<file path="config.mk">
export PLATFORM = sky130hd
export DESIGN_NAME = i2c_status_slave
export DESIGN_NICKNAME = d
export VERILOG_FILES = /design/src/rtl/i2c_slv_pkg.sv /design/src/rtl/i2c_line_filter.sv /design/src/rtl/i2c_bus_events.sv /design/src/rtl/i2c_slave_engine.sv /design/src/rtl/i2c_status_slave.sv
export SDC_FILE = /design/constraint.sdc
export NUM_CORES = 1
export LEC_CHECK = 0
export ABC_AREA = 0
export ABC_CLOCK_PERIOD_IN_PS = 4900
export BUFFER_PORTS_ARGS = -buffer_cell sky130_fd_sc_hd__buf_4
export CAP_MARGIN = 20
export CORE_UTILIZATION = 62
export CTS_CLUSTER_SIZE = 28
export DETAILED_ROUTE_END_ITERATION = 7
export GPL_TIMING_DRIVEN = 1
export PLACE_DENSITY = 0.88
export RECOVER_POWER = 50
export SLEW_MARGIN = 20
export SYNTH_ARGS = -nofsm -noshare
export SYNTH_HDL_FRONTEND = slang
export SYNTH_SLANG_ARGS = --single-unit
</file>
<file path="constraint.sdc">
create_clock -name clk -period 4.9 [get_ports clk]
set_input_delay 0.245 -clock clk [delete_from_list [all_inputs] [get_ports clk]]
set_output_delay 0.245 -clock clk [all_outputs]
set_load 0.01 [all_outputs]
</file>
<file path="src/rtl/i2c_slv_pkg.sv">
// Package: shared widths, engine states and status codes of the I2C slave.
// Assumes 7-bit addressing and 8-bit data bytes.
package i2c_slv_pkg;

    localparam int ADDR_W = 7;
    localparam int DATA_W = 8;

    typedef enum logic [2:0] {
        ST_IDLE,
        ST_ADDR,
        ST_ADDR_ACK,
        ST_RX,
        ST_TX
    } eng_state_t;

    localparam logic [7:0] SC_BUS_ERR  = 8'h00;
    localparam logic [7:0] SC_OWN_W    = 8'h60;
    localparam logic [7:0] SC_GC_W     = 8'h70;
    localparam logic [7:0] SC_RX_ACK   = 8'h80;
    localparam logic [7:0] SC_RX_NACK  = 8'h88;
    localparam logic [7:0] SC_GC_ACK   = 8'h90;
    localparam logic [7:0] SC_GC_NACK  = 8'h98;
    localparam logic [7:0] SC_STOP_RS  = 8'hA0;
    localparam logic [7:0] SC_OWN_R    = 8'hA8;
    localparam logic [7:0] SC_TX_ACK   = 8'hB8;
    localparam logic [7:0] SC_TX_NACK  = 8'hC0;
    localparam logic [7:0] SC_TX_LAST  = 8'hC8;
    localparam logic [7:0] SC_IDLE     = 8'hF8;

endpackage

</file>
<file path="src/rtl/i2c_line_filter.sv">
// Module: synchroniser plus stability filter for one open-drain bus line.
// The filtered output takes a new level only after the synchronised input
// has shown it for FILT_LEN consecutive cycles. Resets to the idle-high level.
module i2c_line_filter #(
    parameter int SYNC_STAGES = 2,
    parameter int FILT_LEN    = 4
) (
    input  logic clk,
    input  logic rst_n,
    input  logic line_i,
    output logic line_o
);
    localparam int CW = $clog2(FILT_LEN + 1);

    logic [SYNC_STAGES-1:0] sync_q;
    logic [CW-1:0]          stab_cnt;
    logic                   filt_q;
    logic                   synced;

    assign synced = sync_q[SYNC_STAGES-1];
    assign line_o = filt_q;

    // Shift the raw line through the synchroniser chain.
    always_ff @(posedge clk) begin
        if (!rst_n) sync_q <= '1;
        else        sync_q <= {sync_q[SYNC_STAGES-2:0], line_i};
    end

    // Accept a new level once it has been stable long enough.
    always_ff @(posedge clk) begin
        if (!rst_n) begin
            filt_q   <= 1'b1;
            stab_cnt <= '0;
        end else if (synced == filt_q) begin
            stab_cnt <= '0;
        end else if (stab_cnt == CW'(FILT_LEN - 1)) begin
            filt_q   <= synced;
            stab_cnt <= '0;
        end else begin
            stab_cnt <= stab_cnt + 1'b1;
        end
    end
endmodule

</file>
<file path="src/rtl/i2c_bus_events.sv">
// Module: derives SCL edges and START/STOP conditions from the filtered lines.
// Assumes the filtered SCL and SDA never change in the same cycle.
module i2c_bus_events (
    input  logic clk,
    input  logic rst_n,
    input  logic scl_f,
    input  logic sda_f,
    output logic scl_rise,
    output logic scl_fall,
    output logic start_det,
    output logic stop_det
);
    logic scl_prev;
    logic sda_prev;

    // Remember the previous filtered levels.
    always_ff @(posedge clk) begin
        if (!rst_n) begin
            scl_prev <= 1'b1;
            sda_prev <= 1'b1;
        end else begin
            scl_prev <= scl_f;
            sda_prev <= sda_f;
        end
    end

    // Decode the edges and conditions.
    always_comb begin
        scl_rise  = scl_f & ~scl_prev;
        scl_fall  = ~scl_f & scl_prev;
        start_det = scl_f & scl_prev & sda_prev & ~sda_f;
        stop_det  = scl_f & scl_prev & ~sda_prev & sda_f;
    end
endmodule

</file>
<file path="src/rtl/i2c_slave_engine.sv">
// Module: protocol engine of the I2C slave. It counts bits, matches the
// address, drives ACK and transmit bits, and reports each event with a
// status code and a flag. Assumes single-cycle event pulses from
// i2c_bus_events. Event updates take priority over a same-cycle clear.
module i2c_slave_engine
    import i2c_slv_pkg::*;
(
    input  logic              clk,
    input  logic              rst_n,
    input  logic              scl_rise,
    input  logic              scl_fall,
    input  logic              start_det,
    input  logic              stop_det,
    input  logic              sda_f,
    input  logic [ADDR_W-1:0] own_addr,
    input  logic              gc_enable,
    input  logic              ack_enable,
    input  logic              flag_clear,
    input  logic [DATA_W-1:0] tx_data,
    output logic [DATA_W-1:0] rx_data,
    output logic [7:0]        status,
    output logic              irq_flag,
    output logic              scl_low,
    output logic              sda_low
);
    localparam logic [3:0] LAST_BIT = 4'(DATA_W);
    localparam logic [3:0] ACK_BIT  = 4'(DATA_W + 1);

    eng_state_t        state;
    logic [3:0]        bit_cnt;
    logic [DATA_W-1:0] rx_sh;
    logic [DATA_W-1:0] tx_sh;
    logic [DATA_W-1:0] rx_q;
    logic [7:0]        status_q;
    logic              flag_q;
    logic              hold_q;
    logic              sda_q;
    logic              gc_q;
    logic              rw_q;
    logic              ack_q;
    logic              last_q;
    logic              m_ack_q;
    logic              tx_pend;
    logic              addressed;
    logic [ADDR_W-1:0] addr_field;
    logic              own_hit;
    logic              gc_hit;

    assign rx_data  = rx_q;
    assign status   = status_q;
    assign irq_flag = flag_q;
    assign scl_low  = hold_q;
    assign sda_low  = sda_q;

    // Decode the address byte and the addressed condition.
    always_comb begin
        addressed  = (state == ST_RX) || (state == ST_TX);
        addr_field = rx_sh[DATA_W-1:1];
        own_hit    = (addr_field == own_addr) && (addr_field != '0);
        gc_hit     = (addr_field == '0) && gc_enable && !rx_sh[0];
    end

    // Main sequencer: clear handling, bus conditions, then bit-level work.
    always_ff @(posedge clk) begin
        if (!rst_n) begin
            state    <= ST_IDLE;
            bit_cnt  <= '0;
            rx_sh    <= '0;
            tx_sh    <= '0;
            rx_q     <= '0;
            status_q <= SC_IDLE;
            flag_q   <= 1'b0;
            hold_q   <= 1'b0;
            sda_q    <= 1'b0;
            gc_q     <= 1'b0;
            rw_q     <= 1'b0;
            ack_q    <= 1'b0;
            last_q   <= 1'b0;
            m_ack_q  <= 1'b0;
            tx_pend  <= 1'b0;
        end else begin
            if (flag_clear) begin
                flag_q   <= 1'b0;
                hold_q   <= 1'b0;
                status_q <= SC_IDLE;
                if (tx_pend) begin
                    tx_sh   <= tx_data;
                    sda_q   <= ~tx_data[DATA_W-1];
                    last_q  <= ~ack_enable;
                    tx_pend <= 1'b0;
                end
            end

            if (start_det || stop_det) begin
                sda_q   <= 1'b0;
                hold_q  <= 1'b0;
                bit_cnt <= '0;
                tx_pend <= 1'b0;
                if (addressed && bit_cnt >= 4'd2) begin
                    status_q <= SC_BUS_ERR;
                    flag_q   <= 1'b1;
                    state    <= ST_IDLE;
                end else begin
                    if (addressed) begin
                        status_q <= SC_STOP_RS;
                        flag_q   <= 1'b1;
                    end
                    state <= start_det ? ST_ADDR : ST_IDLE;
                end
            end else if (scl_rise && state != ST_IDLE) begin
                bit_cnt <= bit_cnt + 4'd1;
                if (bit_cnt < LAST_BIT)
                    rx_sh <= {rx_sh[DATA_W-2:0], sda_f};
                if (state == ST_TX && bit_cnt == LAST_BIT)
                    m_ack_q <= ~sda_f;
            end else if (scl_fall && state != ST_IDLE) begin
                case (state)
                    ST_ADDR: begin
                        if (bit_cnt == LAST_BIT) begin
                            if ((own_hit || gc_hit) && ack_enable) begin
                                sda_q <= 1'b1;
                                gc_q  <= gc_hit;
                                rw_q  <= rx_sh[0];
                                state <= ST_ADDR_ACK;
                            end else begin
                                state <= ST_IDLE;
                            end
                        end
                    end
                    ST_ADDR_ACK: begin
                        if (bit_cnt == ACK_BIT) begin
                            sda_q   <= 1'b0;
                            bit_cnt <= '0;
                            flag_q  <= 1'b1;
                            hold_q  <= 1'b1;
                            if (rw_q) begin
                                status_q <= SC_OWN_R;
                                state    <= ST_TX;
                                tx_pend  <= 1'b1;
                            end else begin
                                status_q <= gc_q ? SC_GC_W : SC_OWN_W;
                                state    <= ST_RX;
                            end
                        end
                    end
                    ST_RX: begin
                        if (bit_cnt == LAST_BIT) begin
                            sda_q <= ack_enable;
                            ack_q <= ack_enable;
                        end else if (bit_cnt == ACK_BIT) begin
                            sda_q   <= 1'b0;
                            bit_cnt <= '0;
                            flag_q  <= 1'b1;
                            hold_q  <= 1'b1;
                            rx_q    <= rx_sh;
                            if (gc_q) status_q <= ack_q ? SC_GC_ACK : SC_GC_NACK;
                            else      status_q <= ack_q ? SC_RX_ACK : SC_RX_NACK;
                            if (!ack_q) state <= ST_IDLE;
                        end
                    end
                    ST_TX: begin
                        if (bit_cnt >= 4'd1 && bit_cnt < LAST_BIT) begin
                            sda_q <= ~tx_sh[DATA_W-2];
                            tx_sh <= {tx_sh[DATA_W-2:0], 1'b0};
                        end else if (bit_cnt == LAST_BIT) begin
                            sda_q <= 1'b0;
                        end else if (bit_cnt == ACK_BIT) begin
                            bit_cnt <= '0;
                            flag_q  <= 1'b1;
                            hold_q  <= 1'b1;
                            if (!m_ack_q) begin
                                status_q <= SC_TX_NACK;
                                state    <= ST_IDLE;
                            end else if (last_q) begin
                                status_q <= SC_TX_LAST;
                                state    <= ST_IDLE;
                            end else begin
                                status_q <= SC_TX_ACK;
                                tx_pend  <= 1'b1;
                            end
                        end
                    end
                    default: ;
                endcase
            end
        end
    end
endmodule

</file>
<file path="src/rtl/i2c_status_slave.sv">
// Module: top of the I2C slave with status-code reporting.
// Filters both bus lines, decodes bus events, and runs the protocol engine.
// Assumes that external pull-ups and the pad logic turn *_drive_low into
// open-drain pulls.
module i2c_status_slave
    import i2c_slv_pkg::*;
#(
    parameter int SYNC_STAGES = 2,
    parameter int FILT_LEN    = 4
) (
    input  logic              clk,
    input  logic              rst_n,
    input  logic              scl_i,
    input  logic              sda_i,
    output logic              scl_drive_low,
    output logic              sda_drive_low,
    input  logic [ADDR_W-1:0] own_addr,
    input  logic              gc_enable,
    input  logic              ack_enable,
    input  logic              flag_clear,
    input  logic [DATA_W-1:0] tx_data,
    output logic [DATA_W-1:0] rx_data,
    output logic [7:0]        status,
    output logic              irq_flag
);
    localparam int N_LINES = 2;

    logic [N_LINES-1:0] raw_lines;
    logic [N_LINES-1:0] filt_lines;
    logic scl_rise, scl_fall, start_det, stop_det;

    assign raw_lines = {sda_i, scl_i};

    // One filter per bus line: index 0 is SCL, index 1 is SDA.
    for (genvar g = 0; g < N_LINES; g++) begin : g_filt
        i2c_line_filter #(
            .SYNC_STAGES (SYNC_STAGES),
            .FILT_LEN    (FILT_LEN)
        ) filt_i (
            .clk    (clk),
            .rst_n  (rst_n),
            .line_i (raw_lines[g]),
            .line_o (filt_lines[g])
        );
    end

    i2c_bus_events ev_i (
        .clk       (clk),
        .rst_n     (rst_n),
        .scl_f     (filt_lines[0]),
        .sda_f     (filt_lines[1]),
        .scl_rise  (scl_rise),
        .scl_fall  (scl_fall),
        .start_det (start_det),
        .stop_det  (stop_det)
    );

    i2c_slave_engine eng_i (
        .clk        (clk),
        .rst_n      (rst_n),
        .scl_rise   (scl_rise),
        .scl_fall   (scl_fall),
        .start_det  (start_det),
        .stop_det   (stop_det),
        .sda_f      (filt_lines[1]),
        .own_addr   (own_addr),
        .gc_enable  (gc_enable),
        .ack_enable (ack_enable),
        .flag_clear (flag_clear),
        .tx_data    (tx_data),
        .rx_data    (rx_data),
        .status     (status),
        .irq_flag   (irq_flag),
        .scl_low    (scl_drive_low),
        .sda_low    (sda_drive_low)
    );
endmodule

</file>
Word level (Yosys, flattened, before mapping)
Index checks and enable logic that the tools add are counted.
W data, S select, Z words.

storage, ports and cells
  word-level logic and storage cells = 194
  bits in registers = 62
  input bits = 22
  output and inout bits = 19

operators by class
  bitwise gates (word level) = 20
  $lt $le $gt $ge = 3
  mux-type cells = 90
  reductions and logical operators = 33
  $add $sub $neg = 3
  equality and inequality tests = 22

operators with widths
  operator               number
  $mux W8                22
  $mux W3                15
  $mux W1                36
  $mux W4                7
  $pmux W8 S3            1
  $ne A3 B3 Y1 const B   7
  $not A1 Y1             13
  $eq A3 B2 Y1 const B   4
  $pmux W3 S4            1
  $pmux W4 S3            1
  $reduce_and A12 Y1     1
  $reduce_and A6 Y1      2
  $logic_and A1 B1 Y1    9
  $reduce_and A3 Y1      3
  $eq A4 B4 Y1 const B   2
  $and A1 B1 Y1          7
  $eq A7 B7 Y1           1
  $logic_not A7 Y1       1
  $mux W7                1
  $reduce_bool A7 Y1     1
  $add A3 B1 Y3 const B  2
  $ne A3 B1 Y1 const B   2
  $pmux W1 S3            2
  $reduce_and A2 Y1      3
  other kinds (22)       27

Logic depth before layout (Yosys ltp)
Gate-level depths: netlist of the first run.

  word-level depth = 11
  mapped depth = 9
  depth with buffers taken out = 7

Modules after synthesis
Synthesis of the first run repeated with hierarchy kept, for this count alone.

unflattened totals
  cells, all modules = 351
  area, all modules = 3113.0 um^2

modules (own cells, without submodules)
  module            area each (um^2)  sequential area each (um^2)  cells each  times used
  i2c_slave_engine  2600.0            940.9                        309         1
  i2c_line_filter   214.0             120.1                        17          2
  i2c_bus_events    85.1              40.0                         8           1

Least setup slack after synthesis of the first run
OpenSTA, ideal clock, no wires.

  kind = reg-to-reg
  start point = register eng_i.bit_cnt[0]
  end point = register eng_i.rx_q[0] (netlist: eng_i.rx_data[0])
  stages on the path, launching flop included = 8
  path buffers = 1
  required time = 4.772 ns
  period minus slack after synthesis = 1.963 ns
  slack = 2.937 ns
  library setup time = 0.128 ns
  data arrival time = 1.835 ns
  cells stage by stage = dfxtp_1 -> inv_1 -> ha_1 -> buf_2 -> nor4_1 -> nand3_2 -> mux2i_1 -> nor2_1

between the ends
  longest elaborated chain between the ends = 3
  elaborated cells between the ends (all ways) = 4
  classes of those cells = eq/ne (2); bitwise (1); reduce/logical (1)

ends and longest elaborated chain
  element                                 line                     text
  from (decl)                             i2c_slave_engine.sv:30   logic [3:0] bit_cnt;
  from (signal assigned)                  i2c_slave_engine.sv:111  bit_cnt <= bit_cnt + 4'd1;
  $eq A4 B4 Y1                            i2c_slave_engine.sv:147  if (bit_cnt == LAST_BIT) begin
  $not A1 Y1 (no source line)             --
  $reduce_and A6 Y1 (no source line) (*)  --
  to (signal assigned)                    i2c_slave_engine.sv:155  rx_q <= rx_sh;
  to (decl)                               i2c_slave_engine.sv:33   logic [DATA_W-1:0] rx_q;

Every way passes the cells marked *; elsewhere a longest branch is shown, timed or not.
A chain may end at the register's enable or synchronous reset.

Final worst setup path of the first run
  start point = register eng_i.bit_cnt[0]
  end point = register eng_i.gc_q

between the ends
  longest elaborated chain between the ends = 2

ends and longest elaborated chain
  element                             line                     text
  $eq A4 B4 Y1                        i2c_slave_engine.sv:119  if (bit_cnt == LAST_BIT) begin
  $reduce_and A6 Y1 (no source line)  --
  to (signal assigned)                i2c_slave_engine.sv:122  gc_q <= gc_hit;
  to (decl)                           i2c_slave_engine.sv:38   logic gc_q;

No other way between the ends.

==> results.toml, run 1 <==
[worst_hold_path]
worstHoldPathCells = 2
min-delay-start = "scl_i"
hold_end = "g_filt[0].filt_i.sync_q[0]"
hold_path.class = "in -> reg"

[synth]
synth_top_area_share_pct = 39.2
synthFlopType = "dfxtp_1"
synthDistinctLibCells = 65
ys_top_cells_by_count = "61 x dfxtp_1, 46 x nor2_1, 28 x nand2_1, 20 x mux2i_1, 19 x a21oi_1"
synth-seq-cells = 61
syn_area_um2 = 3110
synth_edf_count = 0
syn_inst = 365
synth.most_common_cell = "dfxtp_1"
postSynth.asyncResetShare_pct = 0
syn_area_per_cell_um2 = 8.53
synth_area_leaders = "dfxtp_1 39%, mux2i_1 6.4%, nor2_1 5.5%"
syn_nets = 394
yosysTopAreaCell = "dfxtp_1"
ys_seq_area_share_pct = 39.2
yosys_warnings = 0

[sta]
worst_slew_pin_slew_ps = 1020
period_share_pct = 49.5
setup_viol_count_final = 0
fin_ws_ps = 2480
final_max_slew_viol_count = 0
max_clock_freq_mhz = 412
rsz0062_at_grt = "false"
relSlewSlack_pct = 31.6
period_minus_slack_ps = 2420
hold_viol = 0
fin_hold_ws_ps = 93.0
fin_skew_ps = 7.06
tns_ps = 0

[detailed_routing]
vias = 2760
drt_iter0_drc = 181
drtAntennaViolNets = 0
dr.pass1.iters = 4
post_drt_wl_per_cell_um = 15.8
drc = 0
wirelength_um = 7300
viasPerCell = 5.97

[layout]
fin_nets = 421
finalNonFillerCells = 462
n_fill_cell = 394
num_antenna_cells = 0
syn2layout_area_growth_pct = 12.4
postLayoutCellArea_um2 = 3500
utilization_pct = 73.1
drive_above_1_share_pct = 11.9

[placed_design]
dp_hpwl_um = 5220
dp.cells = 448
port_buffers = 40
place.gp.congestion = 0.994
placed_area_um2 = 3390
pre_cts_ws_ps = 2510

[clocking]
clk_pin_slew_ps = 60
cts.sinks = 61
tritoncts = "built"
cts_setup_buffers = 0
cts_root_buffer = "clkbuf_8"
cts_resized = 0
cts-buffers-inserted = 9
clock_path_buffers = 2
clock_latency_ps = 330
cts_hold_buf = 0
htree_levels = 3

[global_route]
overflow = 0
antenna_found_initial = 0
grt_usage_pct = 29.2
first_global_vias = 2436
grt_pass1_wl_um = 11500
grt_max_degree = 31

[pwr]
ir_worst_vdd_uv = 341
p_leak_nw = 1.33
power_density_nw_per_um2 = 280
p_total_mw = 0.980

[critical_path]
r2r-end = "eng_i.gc_q"
critPathLaunchType = "flip-flop"
worstPathArrival_ps = 2590
reg2reg_depth = 7
cp_max_fo = 12
rrSetupSlack_ps = 2480
end_kind = "flip-flop"
critPathKind = "reg -> reg"
cp.required_ps = 5070
worstReg2RegStart = "eng_i.bit_cnt[0]"

[die]
initial_core_util_pct = 65.1
dieArea_um2 = 5310
boundaryPins = 41
core_um2 = 4790
die_x_um = 72.9
rows = 25
die_h_um = 72.9

[status]
status = "complete, no violations"

[run]
drv_cap = 0
critical path, cell delays in order (launching register included):
cell and delay [ps]:
dfxtp_1 350, inv_1 90, ha_1 390, nand3b_1 280, or4b_1 560, or3_1 330
o21ai_0 180, a21oi_1 90
power breakdown:
group	switching (mW)	leakage (nW)	internal, mW
Combinational	0.0174	0.740	0.0154
Clock	0.177	0.102	0.271
Sequential	0.000781	0.493	0.498
Total	0.195	1.33	0.784
layout make-up:
| cell class | count | area, µm² | area share, % |
|---|---|---|---|
| Timing Repair Buffer | 40 | 225 | 6.44 |
| Clock inverter | 1 | 30.0 | 0.858 |
| Inverter | 12 | 45.0 | 1.29 |
| Tap cell | 67 | 83.8 | 2.40 |
| Multi-Input combinational cell | 268 | 1730 | 49.3 |
| Sequential cell | 61 | 1220 | 34.9 |
| Clock buffer | 13 | 169 | 4.83 |
state kept, by name (all words and copies together), names as in the netlist, 2 cells and up:
| register | count |
|---|---|
| g_filt.filt_i.stab_cnt | 6 |
| eng_i.bit_cnt | 4 |
| eng_i.state | 3 |
| eng_i.tx_sh | 7 |
| g_filt.filt_i.sync_q | 4 |
| eng_i.rx_sh | 8 |
| g_filt.filt_i.line_o | 2 |
| eng_i.rx_data | 8 |
| eng_i.status | 8 |
worst max path at each step:
stage               slack [ps]  cells after the start                to        startpoint
finish                    2480                      7        eng_i.gc_q  eng_i.bit_cnt[0]
CTS                       2500                      6  eng_i.rx_data[5]  eng_i.bit_cnt[0]
global placement          2590                      6  eng_i.rx_data[3]  eng_i.bit_cnt[0]
detailed placement        2510                      6  eng_i.rx_data[5]  eng_i.bit_cnt[0]
global route              2240                      7        eng_i.gc_q  eng_i.bit_cnt[1]
floorplan                 2940                      7  eng_i.rx_data[0]  eng_i.bit_cnt[0]
cell usage in the layout (no fill, tap or decap), types with 11 or more instances in the layout:
master / Yosys / routed
o21ai_0: 11 / 11
dfxtp_1: 61 / 61
nor2_1: 46 / 46
clkbuf_1: 14 / 21
nand2_1: 28 / 28
mux2i_1: 20 / 20
nand3_1: 15 / 15
a21oi_1: 19 / 19
buf_4: 1 / 20
clkbuf_8: 0 / 12
inv_1: 12 / 12
per-layer routing:
metal	vias to the layer above	track usage [%]	part of all wire (%)
met5	-	0	0
met1	1301	37.3	45
met3	20	6.22	5.9
met4	0	17.2	2.8
li1	1355	-	-
met2	84	45.3	46
cell families after synthesis:
logic type	count (synthesis)	share of synthesized area [%]
muxes	21	6.79
DFF	61	39.2
and+or+nand+nor	157	26.8
xor gates and xnor gates	11	3.09
buffers and inverters	36	4.98
AOI/OAI and AO/OA	72	16.3
adders and majority gates	7	2.81
No activity file was read; power rests on OpenSTA's default activity.
==> inputs of run 2 (changes only) <==
- ABC_CLOCK_PERIOD_IN_PS: 4900 -> 2200
- CORE_UTILIZATION: 62 -> 52
- PLACE_DENSITY: 0.88 -> 0.79
- clock period: 4.9 -> 2.2 ns (I/O delays scaled with it)
==> results.toml, run 2 (synthesized netlist as in run 1, its figures left out) <==
[status]
status = "complete, no violations"

[die]
initial_core_util_pct = 55.2
dieArea_um2 = 6300
die_x_um = 79.4
boundaryPins = 41
core_um2 = 5640
die_h_um = 79.4
rows = 27

[placed_design]
pre_cts_ws_ps = 88.4
dp.cells = 477
dp_hpwl_um = 5520
port_buffers = 40
place.gp.congestion = 0.969

[layout]
num_antenna_cells = 0
final_cell_mix = "61 x dfxtp_1, 46 x nor2_1, 40 x buf_4, 28 x nand2_1, 23 x clkbuf_1"
drive_above_1_share_pct = 17.3
layout_commonest_cell = "dfxtp_1"
n_fill_cell = 500
finalNonFillerCells = 495
syn2layout_area_growth_pct = 19.1
fin_nets = 447

[sta]
fin_ws_ps = 95.7
period_minus_slack_ps = 2100
fin_skew_ps = 12.3
tns_ps = 0
setup_viol_count_final = 0
rsz0062_at_grt = "false"
max_clock_freq_mhz = 475
period_share_pct = 95.7
hold_viol = 0
worst_slew_pin_slew_ps = 642
relSlewSlack_pct = 56.6
final_max_slew_viol_count = 0

[clocking]
cts.sinks = 61
clock_latency_ps = 340
htree_levels = 3
tritoncts = "built"
cts-buffers-inserted = 9
clock_path_buffers = 2
clk_pin_slew_ps = 70
cts_root_buffer = "clkbuf_8"

[detailed_routing]
wirelength_um = 7850
drtAntennaViolNets = 0
viasPerCell = 5.81
drt_iter0_drc = 338
post_drt_wl_per_cell_um = 15.9
drc = 0
dr.pass1.iters = 6
vias = 2877

[pwr]
p_leak_nw = 1.45
ir_worst_vdd_uv = 352
p_total_mw = 2.17
power_density_nw_per_um2 = 585

[critical_path]
r2r-end = "eng_i.status[6]"
crit_buf_inv = 1
cp_cell_sequence = "inv_1, ha_2, or4_4, a211o_1, a21oi_4, o311ai_1"
cp_max_fo = 6
worstReg2RegStart = "eng_i.bit_cnt[0]"
cp_slowest_cell = "or4_4"
reg2reg_depth = 6
cp.required_ps = 2410
end_kind = "flip-flop"
cp_top_family = "compound AO/OA/AOI/OAI gates"
worstPathArrival_ps = 2310
critPathLaunchType = "flip-flop"
slowest_delay_ps = 550
rrSetupSlack_ps = 100
critPathKind = "reg -> reg"

[global_route]
grt_max_degree = 29
grt_usage_pct = 26.3
grt_pass1_wl_um = 12600
antenna_found_initial = 0
first_global_vias = 2653
overflow = 0

[worst_hold_path]
hold_end = "eng_i.status[5]"
min-delay-start = "rst_n"
worstHoldPathCells = 2
hold_path.class = "in -> reg"

[run]
drv_cap = 0
## run 2: through the flow
stage,area (µm²),util (%),hold WS [ps]
3_3_place_gp,3570,63.4,295
6_report,3710,65.7,63.0
3_5_place_dp,3570,63.4,299
2_1_floorplan,3110,-,211
5_1_grt,3710,65.7,61.7
4_1_cts,3790,67.1,57.0
## run 2: timing repair
item | 4_1_cts | 5_1_grt
gates resized for setup | 0 | 1
setup endpoints to repair | 0 | 7
hold endpoints to repair | 2 | 0
buffers inserted | 0 | 0
hold buffers | 2 | 0
## run 2: power breakdown
group | switching (mW) | internal (mW)
Combinational | 0.0401 | 0.0384
Sequential | 0.00221 | 1.11
Clock | 0.431 | 0.551
Total | 0.473 | 1.70
## run 2: how the worst max path moves through the flow
stage                           startpoint                to  slack (ps)  depth (start not counted)
after floorplan           eng_i.bit_cnt[0]  eng_i.rx_data[0]         240                          7
after global placement    eng_i.bit_cnt[0]   eng_i.status[6]         140                          6
after detailed placement  eng_i.bit_cnt[0]   eng_i.status[6]          90                          6
after CTS                 eng_i.bit_cnt[0]   eng_i.status[6]          60                          6
after global routing      eng_i.bit_cnt[0]   eng_i.status[6]          10                          6
final                     eng_i.bit_cnt[0]   eng_i.status[6]         100                          6
## run 2: layout make-up
class | count | area [µm²] | share of cell area (%)
clock buffers | 12 | 145 | 3.91
inverters | 12 | 45.0 | 1.21
clock inverters | 4 | 47.5 | 1.28
flip-flops and latches | 61 | 1220 | 32.9
repair buffers | 66 | 419 | 11.3
well taps | 72 | 90.1 | 2.43
multi-input cells | 268 | 1740 | 46.9
## run 2: metal layers
layer / GRT usage [%] / part of all wire, %
met1: 33.8 / 44
met2: 42.0 / 46
met3: 4.34 / 6.3
met4: 13.8 / 2.9
met5: 0 / 0
## run 2: worst register-to-register path: stages (launching register included)
cell	delay, ps
dfxtp_1	400
inv_1	90
ha_2	240
or4_4	550
a211o_1	310
a21oi_4	240
o311ai_1	140
